File: src/rtl/bank_unlock_pkg.sv
package bank_unlock_pkg;

    localparam int NIB_W       = 4;
    localparam int STEP_CNT    = 16;
    localparam int PTR_W       = $clog2(STEP_CNT);
    localparam int FIXED_STEPS = 11;
    localparam int CTRL_STEP   = FIXED_STEPS;
    localparam int BANK_W      = STEP_CNT - 1 - CTRL_STEP;
    localparam logic [NIB_W-1:0] RESYNC_NIB = '1;

    typedef struct packed {
        logic [PTR_W-1:0]  ptr;
        logic [NIB_W-1:0]  samp;
        logic              off_pend;
        logic [BANK_W-2:0] acc;
        logic [BANK_W-1:0] bank;
        logic              off;
    } sel_state_t;

    // Expected WXYZ value of each step; W is ignored from CTRL_STEP on.
    function automatic logic [NIB_W-1:0] step_expect(input logic [PTR_W-1:0] s);
        case (s)
            4'd0, 4'd2, 4'd6, 4'd7, 4'd9: step_expect = 4'b1010;
            4'd11, 4'd12, 4'd13:          step_expect = 4'b0010;
            default:                      step_expect = 4'b0101;
        endcase
    endfunction

endpackage

File: src/rtl/bank_bit_sync.sv
module bank_bit_sync #(
    parameter int            W       = 1,
    parameter int            STAGES  = 2,
    parameter logic [W-1:0]  RST_VAL = '0
) (
    input  logic         clk,
    input  logic         rst,
    input  logic [W-1:0] d,
    output logic [W-1:0] q
);
    logic [W-1:0] stg_d [STAGES];
    logic [W-1:0] stg_q [STAGES];

    always_comb begin
        stg_d[0] = d;
        for (int i = 1; i < STAGES; i++) begin
            stg_d[i] = stg_q[i-1];
        end
    end

    for (genvar g = 0; g < STAGES; g++) begin : g_stage
        always_ff @(posedge clk) begin
            if (rst) stg_q[g] <= RST_VAL;
            else     stg_q[g] <= stg_d[g];
        end
    end

    assign q = stg_q[STAGES-1];
endmodule

File: src/rtl/bank_ce_edge.sv
module bank_ce_edge (
    input  logic clk,
    input  logic rst,
    input  logic ce_s,
    output logic fall,
    output logic rise
);
    logic prev_d, prev_q;

    always_comb begin
        prev_d = ce_s;
        fall   = prev_q & ~ce_s;
        rise   = ~prev_q & ce_s;
    end

    always_ff @(posedge clk) begin
        if (rst) prev_q <= 1'b1;
        else     prev_q <= prev_d;
    end
endmodule

File: src/rtl/bank_step_check.sv
module bank_step_check
    import bank_unlock_pkg::*;
(
    input  logic [PTR_W-1:0] step,
    input  logic [NIB_W-1:0] samp,
    output logic             hit
);
    logic [NIB_W-1:0] want;
    logic [NIB_W-1:0] care;

    always_comb begin
        want = step_expect(step);
        if (int'(step) < FIXED_STEPS) care = '1;
        else                          care = {1'b0, {(NIB_W-1){1'b1}}};
        hit = ((samp ^ want) & care) == '0;
    end
endmodule

File: src/rtl/bank_unlock_sel.sv
module bank_unlock_sel
    import bank_unlock_pkg::*;
#(
    parameter int SYNC_STAGES = 2
) (
    input  logic              clk,
    input  logic              pfail,
    input  logic              ce_in_n,
    input  logic [NIB_W-1:0]  addr,
    output logic [BANK_W-1:0] bank_sel,
    output logic              ce_out_n
);
    localparam logic [PTR_W-1:0] LAST_STEP = PTR_W'(STEP_CNT - 1);
    localparam logic [PTR_W-1:0] CTRL_PTR  = PTR_W'(CTRL_STEP);

    logic             ce_s;
    logic [NIB_W-1:0] addr_s;
    logic             ce_fall, ce_rise;
    logic             step_hit;
    sel_state_t       st_d, st_q;

    bank_bit_sync #(.W(1), .STAGES(SYNC_STAGES), .RST_VAL(1'b1)) u_ce_sync (
        .clk(clk), .rst(pfail), .d(ce_in_n), .q(ce_s)
    );

    bank_bit_sync #(.W(NIB_W), .STAGES(SYNC_STAGES), .RST_VAL('0)) u_addr_sync (
        .clk(clk), .rst(pfail), .d(addr), .q(addr_s)
    );

    bank_ce_edge u_edge (
        .clk(clk), .rst(pfail), .ce_s(ce_s), .fall(ce_fall), .rise(ce_rise)
    );

    bank_step_check u_check (
        .step(st_q.ptr), .samp(st_q.samp), .hit(step_hit)
    );

    always_comb begin
        st_d = st_q;
        if (ce_fall) begin
            st_d.samp = addr_s;
        end
        if (ce_rise) begin
            if (st_q.samp == RESYNC_NIB || !step_hit) begin
                st_d.ptr = '0;
            end else if (st_q.ptr == LAST_STEP) begin
                st_d.ptr = '0;
                st_d.off = st_q.off_pend;
                if (st_q.off_pend) st_d.bank = '0;
                else               st_d.bank = {st_q.acc, st_q.samp[NIB_W-1]};
            end else begin
                st_d.ptr = st_q.ptr + PTR_W'(1);
                if (st_q.ptr == CTRL_PTR) begin
                    st_d.off_pend = st_q.samp[NIB_W-1];
                    st_d.acc      = '0;
                end else if (st_q.ptr > CTRL_PTR) begin
                    st_d.acc = {st_q.acc[BANK_W-3:0], st_q.samp[NIB_W-1]};
                end
            end
        end
    end

    always_ff @(posedge clk) begin
        if (pfail) begin
            st_q          <= '0;
            st_q.off      <= 1'b1;
            st_q.off_pend <= 1'b1;
        end else begin
            st_q <= st_d;
        end
    end

    assign bank_sel = st_q.bank;
    assign ce_out_n = ce_in_n | st_q.off;
endmodule

File: config.mk
export PLATFORM = sky130hd
export DESIGN_NAME = bank_unlock_sel
export DESIGN_NICKNAME = d
export VERILOG_FILES = /design/src/rtl/bank_unlock_pkg.sv /design/src/rtl/bank_bit_sync.sv /design/src/rtl/bank_ce_edge.sv /design/src/rtl/bank_step_check.sv /design/src/rtl/bank_unlock_sel.sv
export SDC_FILE = /design/constraint.sdc
export NUM_CORES = 1
export LEC_CHECK = 0
export ABC_AREA = 1
export BUFFER_PORTS_ARGS = -buffer_cell sky130_fd_sc_hd__buf_2
export CAP_MARGIN = 20
export CORE_MARGIN = 2
export CORE_UTILIZATION = 41
export DETAILED_ROUTE_END_ITERATION = 8
export PLACE_DENSITY = 0.69
export SYNTH_ARGS = -nofsm -noshare
export SYNTH_HDL_FRONTEND = slang
export SYNTH_SLANG_ARGS = --single-unit
File: constraint.sdc
create_clock -name clk -period 3.6 [get_ports clk]
set_input_delay 0 -clock clk [delete_from_list [all_inputs] [get_ports clk]]
set_output_delay 0 -clock clk [all_outputs]
set_load 0.02 [all_outputs]
==> After elaboration in Yosys (flattened, before gate mapping) <==
Memories as Yosys holds them, arrays and structs flattened. A register that Yosys moved wholly into a read port is not among the register bits.
Index checks and enable logic that the tools add are counted.
{ "totals": {"register_bits": 14, "mem_bits_rw": 10, "mem_bits_ro": 64, "in_bits": 7, "out_inout_bits": 5, "word_cells": 50, "mem_count": 3} }
{ "memory_table": {"columns": ["name", "depth", "word_bits", "read_ports", "rd_clocked_by_memory_dff", "write_ports", "line_no", "rtl"], "rows": [
  ["(name not given)", 16, 4, 1, 1, 0, "bank_unlock_pkg.sv:22", "case (s)"],
  ["u_addr_sync.stg_q", 2, 4, 2, 1, 2, "bank_bit_sync.sv:12", "logic [W-1:0] stg_q [STAGES];"],
  ["u_ce_sync.stg_q", 2, 1, 2, 0, 2, "bank_bit_sync.sv:12", null]
]} }
{ "classes": {"addsub": 1, "order_cmp": 2, "eq_ne": 3, "n_mux": 15, "n_bitwise": 13, "reduce_logical": 7} }
{ "op_table": {"columns": ["op", "count"], "rows": [
  ["$mux 4", 8],
  ["$eq 4x4->1 const B", 3],
  ["$reduce_and 4->1", 2],
  ["$mux 3", 2],
  ["$mux 1", 5],
  ["$or 1x1->1", 5],
  ["$add 4x1->4 const B", 1],
  ["$and 4x4->4", 1],
  ["$gt 4x4->1 const B", 1],
  ["$logic_not 4->1", 1],
  ["$lt 4x4->1 const B", 1],
  ["$not 1->1", 4],
  ["$xor 4x4->4", 1],
  ["$reduce_and 3->1", 1],
  ["$and 1x1->1", 2],
  ["$reduce_bool 2->1", 1],
  ["$logic_not 1->1", 1],
  ["$logic_or 1x1->1", 1]
]} }

==> Depth between registers and ports, before layout <==
{ "depth": {"word_depth": 9, "mapped_depth": 12, "ltp_nobuf": 12} }

==> Cells and area by module <==
A second synthesis with hierarchy kept.
{ "hier_totals": {"hier_cells": 188, "area_unflattened_um2": 1317.5} }
{ "modules_own_cells": {"columns": ["mod", "n_inst", "cells_each", "area_per_inst_um2", "seq_area_each_um2"], "rows": [
  ["bank_unlock_sel", 1, 120, 855.8, 340.3],
  ["bank_bit_sync at u_addr_sync", 1, 25, 231.5, 160.2],
  ["bank_step_check", 1, 29, 128.9, 0.0],
  ["bank_bit_sync at u_ce_sync", 1, 7, 58.8, 40.0],
  ["bank_ce_edge", 1, 7, 42.5, 20.0]
]} }

==> Worst setup path before layout <==
No wires, ideal clock.
{ "synth_path": {"path_kind": "reg-to-reg", "from": "register st_q[13] (netlist bit)", "to": "register st_q (netlist bit bank_sel[3])", "setup_time_ns": 0.128, "arrival_ns": 1.303, "t_required_ns": 3.472, "setup_slack_ns": 2.169, "stages_incl_launch_ff": 10, "path_buffers": 0, "period_less_slack_ns": 1.431, "cell_sequence": "dfxtp_1 > ha_1 > o21ai_1 > nand2_2 > nand2_4 > nor2_8 > nand2_2 > nor2_4 > a22oi_1 > nor2_1"} }
{ "synth_between": {"elab_chain_len": 8, "word_cells_on_any_way": 9, "cone_classes": "order compare (1); eq/ne (1); mux (1); bitwise (2); reduce/logical (4)"} }
{ "synth_lines": {"columns": ["item", "line_no", "rtl"], "rows": [
  ["start: declaration", "bank_unlock_sel.sv:20", "sel_state_t st_d, st_q;"],
  ["start signal: assignment", "bank_unlock_sel.sv:69", "st_q <= st_d;"],
  ["$lt 4x4->1", "bank_step_check.sv:13", "if (int'(step) < FIXED_STEPS) care = '1;"],
  ["$mux 4", "bank_step_check.sv:13", null],
  ["$and 4x4->4", "bank_step_check.sv:15", "hit = ((samp ^ want) & care) == '0;"],
  ["$logic_not 4->1", "bank_step_check.sv:15", null],
  ["$logic_not 1->1", "bank_unlock_sel.sv:44", "if (st_q.samp == RESYNC_NIB || !step_hit) begin"],
  ["$logic_or 1x1->1", "bank_unlock_sel.sv:44", null],
  ["$not 1->1 (no source line)", null, null],
  ["$reduce_and 3->1 (no source line) (*)", null, null]
]} }
Mark *: on every way between the ends. The rest lies on a longest branch, timed or not.
A chain may end at the register's enable or synchronous reset.

==> Worst setup path after layout <==
{ "layout_path": {"from": "register st_q[13] (netlist bit)", "to": "register u_check.want[3] (netlist name)"} }
{ "layout_between": {"elab_chain_len": 9, "word_cells_on_any_way": 12, "cone_classes": "add/sub (1); order compare (1); eq/ne (1); mux (5); bitwise (1); reduce/logical (3)"} }
{ "layout_lines": {"columns": ["item", "line_no"], "rows": [
  ["$lt 4x4->1", "bank_step_check.sv:13"],
  ["$mux 4", "bank_step_check.sv:13"],
  ["$and 4x4->4", "bank_step_check.sv:15"],
  ["$logic_not 4->1", "bank_step_check.sv:15"],
  ["$logic_not 1->1", "bank_unlock_sel.sv:44"],
  ["$logic_or 1x1->1", "bank_unlock_sel.sv:44"],
  ["$mux 4", "bank_unlock_sel.sv:44"],
  ["$mux 4 (no source line) (*) (2 in a row)", null]
]} }
Marks and branches as above.

==> flow_summary.ini <==
[sta]
skew_ns = 0.01115
final_hold_viol_count = 0
setup_viol = 0
fin_crit_ns = 1.629
rsz0062_at_grt = no
setup_tns_ns = 0
final.setup.worst_slack_ns = 1.971
drv_slew = 0
worst_slew_pin_slew_ns = 0.3646
finalCritPeriodShare_pct = 45.24
fin_hold_ws_ns = 0.05595
relSlewSlack_pct = 75.69
max_freq_mhz = 613.9

[die]
row_count = 20
ios = 12
die_w_um = 61.04
die-area_sq_mm = 0.003725
start_util_pct = 43.33
core_area_sq_mm = 0.003078
die_y_um = 61.04

[worst_setup_path]
worstPathMaxFanout = 4
timing.critical_path.cells = ha_1 -> xor2_1 -> nand3_1 -> nand2_1 -> nand2_1 -> nand2_1 -> nand2_1 -> nand2_1 -> nand2_1
cpMaxStageDelayCell = dfxtp_1
critPathTopFamily = simple AND/OR/NAND/NOR gates
critPathBufInv = 0
crit_required_ns = 3.83
crit_arrival_ns = 1.86
slowest_delay_ns = 0.38
crit_top_cell = nand2_1
cp-end-kind = flop
start_kind = flop
crit_type = reg2reg

[logic_synthesis]
netlist_instances = 175
synth_top_area_share_pct = 46.53
synth_edf_count = 0
synth_cell_type_count = 27
synth_warnings = 0
synth_fp_nets = 183
synthTopCellsByArea = dfxtp_1, nand2_1, inv_1, nor2_1, nand3_1
synth_area_leader_cell = dfxtp_1
yosysMostFrequentCell = nand2_1
synth-seq-cells = 31
synth_ff_type = dfxtp_1
netlist_area_sq_mm = 0.001334
async_reset_ff_share_pct = 0
syn_area_per_cell_sq_um = 7.622
ys_seq_area_share_pct = 46.53
synth_common_cells = nand2_1, dfxtp_1, inv_1, nor2_1, nand3_1

[detailed_routing]
vias = 1033
wl_mm = 2.282
routed_via_density = 4.377
wl_per_cell_um = 9.669
drt_iter0_drc = 24
drtPass1Iterations = 4
ant_nets = 0
drc_errors = 0

[global_route]
antenna_found_initial = 0
grt_pass1_vias = 918
grt.total_usage_pct = 14.69
grt_pass1_wl_mm = 3.946
grt-ovfl-total = 0
grt_start_max_net_pins = 21

[cells_and_area]
num_antenna_cells = 0
utilization_pct = 49.55
multi_input_area_sq_um = 574.3
fill_cells = 309
fin_cells = 236
nets = 199
regArea_sq_um = 620.6
drive_above_1_share_pct = 18.23
post-route-cell-area_sq_mm = 0.001525
syn_to_final_growth_pct = 14.35

[place]
dpl_cell_area_sq_mm = 0.001403
hpwlAfterDp_mm = 1.671
gp_congestion = 0.9168
place_inst = 223
place_ws_ns = 2.013
portBuffers = 11

[clock_network]
cts-root-buf = clkbuf_4
cts_buffer_depth = 2
cts_buffers = 5
numClockSinks = 31
worstSkewPairLatency_ns = 0.34
clk_pin_slew_ns = 0.10
cts_tree = built
h-tree-depth = 2
postCtsSetupBuffers = 0

[power_and_ir_drop]
finalPower_mw = 0.6162
power.density_mw_per_mm2 = 404.0
p_leak_nw = 0.7497
vdd.ir_drop.worst_mv = 0.2371

[min_path]
hold_class = in2reg

[status]
status = finished clean

[run]
max_cap_viol_count = 0
[registers in the layout, indices dropped and copies added, names as in the netlist]
register,count
bank_sel,4
st_q,13
u_addr_sync.stg_q,8
u_ce_sync.stg_q,2
u_check.want,3
u_edge.prev_q,1
[cells in the final DEF (no fill, tap or decap), drive strengths merged]
cell type / netlist / layout
xor2: 2 / 2
nand2: 38 / 38
o21bai: 1 / 1
a21oi: 9 / 9
nor2: 28 / 28
clkinvlp: 0 / 1
nor3b: 1 / 1
o21ai: 7 / 7
dfxtp: 31 / 31
inv: 26 / 26
or2: 3 / 3
dlygate4sd3: 0 / 5
clkbuf: 2 / 7
buf: 5 / 11
nand3: 15 / 15
a22oi: 4 / 4
ha: 1 / 1
nand4: 1 / 1
nand3b: 1 / 1
[logic make-up (layout without fill, tap and decap cells)]
group / count (synthesis) / after routing / synth area share (%)
DFF: 31 / 31 / 46.53
buffers and inverters: 33 / 50 / 10.41
xor gates and xnor gates: 2 / 2 / 1.314
and+or+nand+nor: 87 / 87 / 31.43
AOI/OAI and AO/OA: 21 / 21 / 9.381
adders and majority gates: 1 / 1 / 0.9379
[path summary, 6_finish.rpt]
| check | from | end | slack (ns) | depth (start not counted) |
|---|---|---|---|---|
| setup reg to reg | st_q[13] | u_check.want[3] | 1.97 | 9 |
| hold / removal | pfail | bank_sel[0] | 0.06 | 2 |
| setup / recovery | st_q[13] | u_check.want[3] | 1.97 | 9 |
| hold reg to reg | u_addr_sync.stg_q[0][0] | u_addr_sync.stg_q[1][0] | 0.40 | 2 |
[layer usage]
layer | track usage, % | share of wire, % | wire length (um) | vias to the layer above
met2 | 21.88 | 44 | 993 | 17
met3 | 6.303 | 5.0 | 115 | 4
li1 | - | - | - | 573
met4 | 5.590 | 1.4 | 33 | 0
met1 | 18.88 | 50 | 1140 | 439
met5 | 0 | 0 | 0 | -
[area by class of cell]
type                    count  area share, %
flip-flops and latches     31          40.69
clock buffers               7          4.266
repair buffers             16          6.891
inverters                  26          6.399
clock inverters             1         0.4922
well taps                  44          3.610
multi-input cells         111          37.65
[power breakdown]
group | total [mW] | leakage (nW) | switching [mW] | internal [mW]
logic | 0.0283 | 0.460 | 0.0162 | 0.0121
clock network | 0.234 | 0.0375 | 0.120 | 0.114
registers | 0.354 | 0.253 | 0.00386 | 0.350
[what timing repair did]
item,4_1_cts,5_1_grt
endpoints found under the hold margin,5,0
resized for setup,0,0
hold buffers,5,0
No activity file was read; power rests on OpenSTA's default activity.
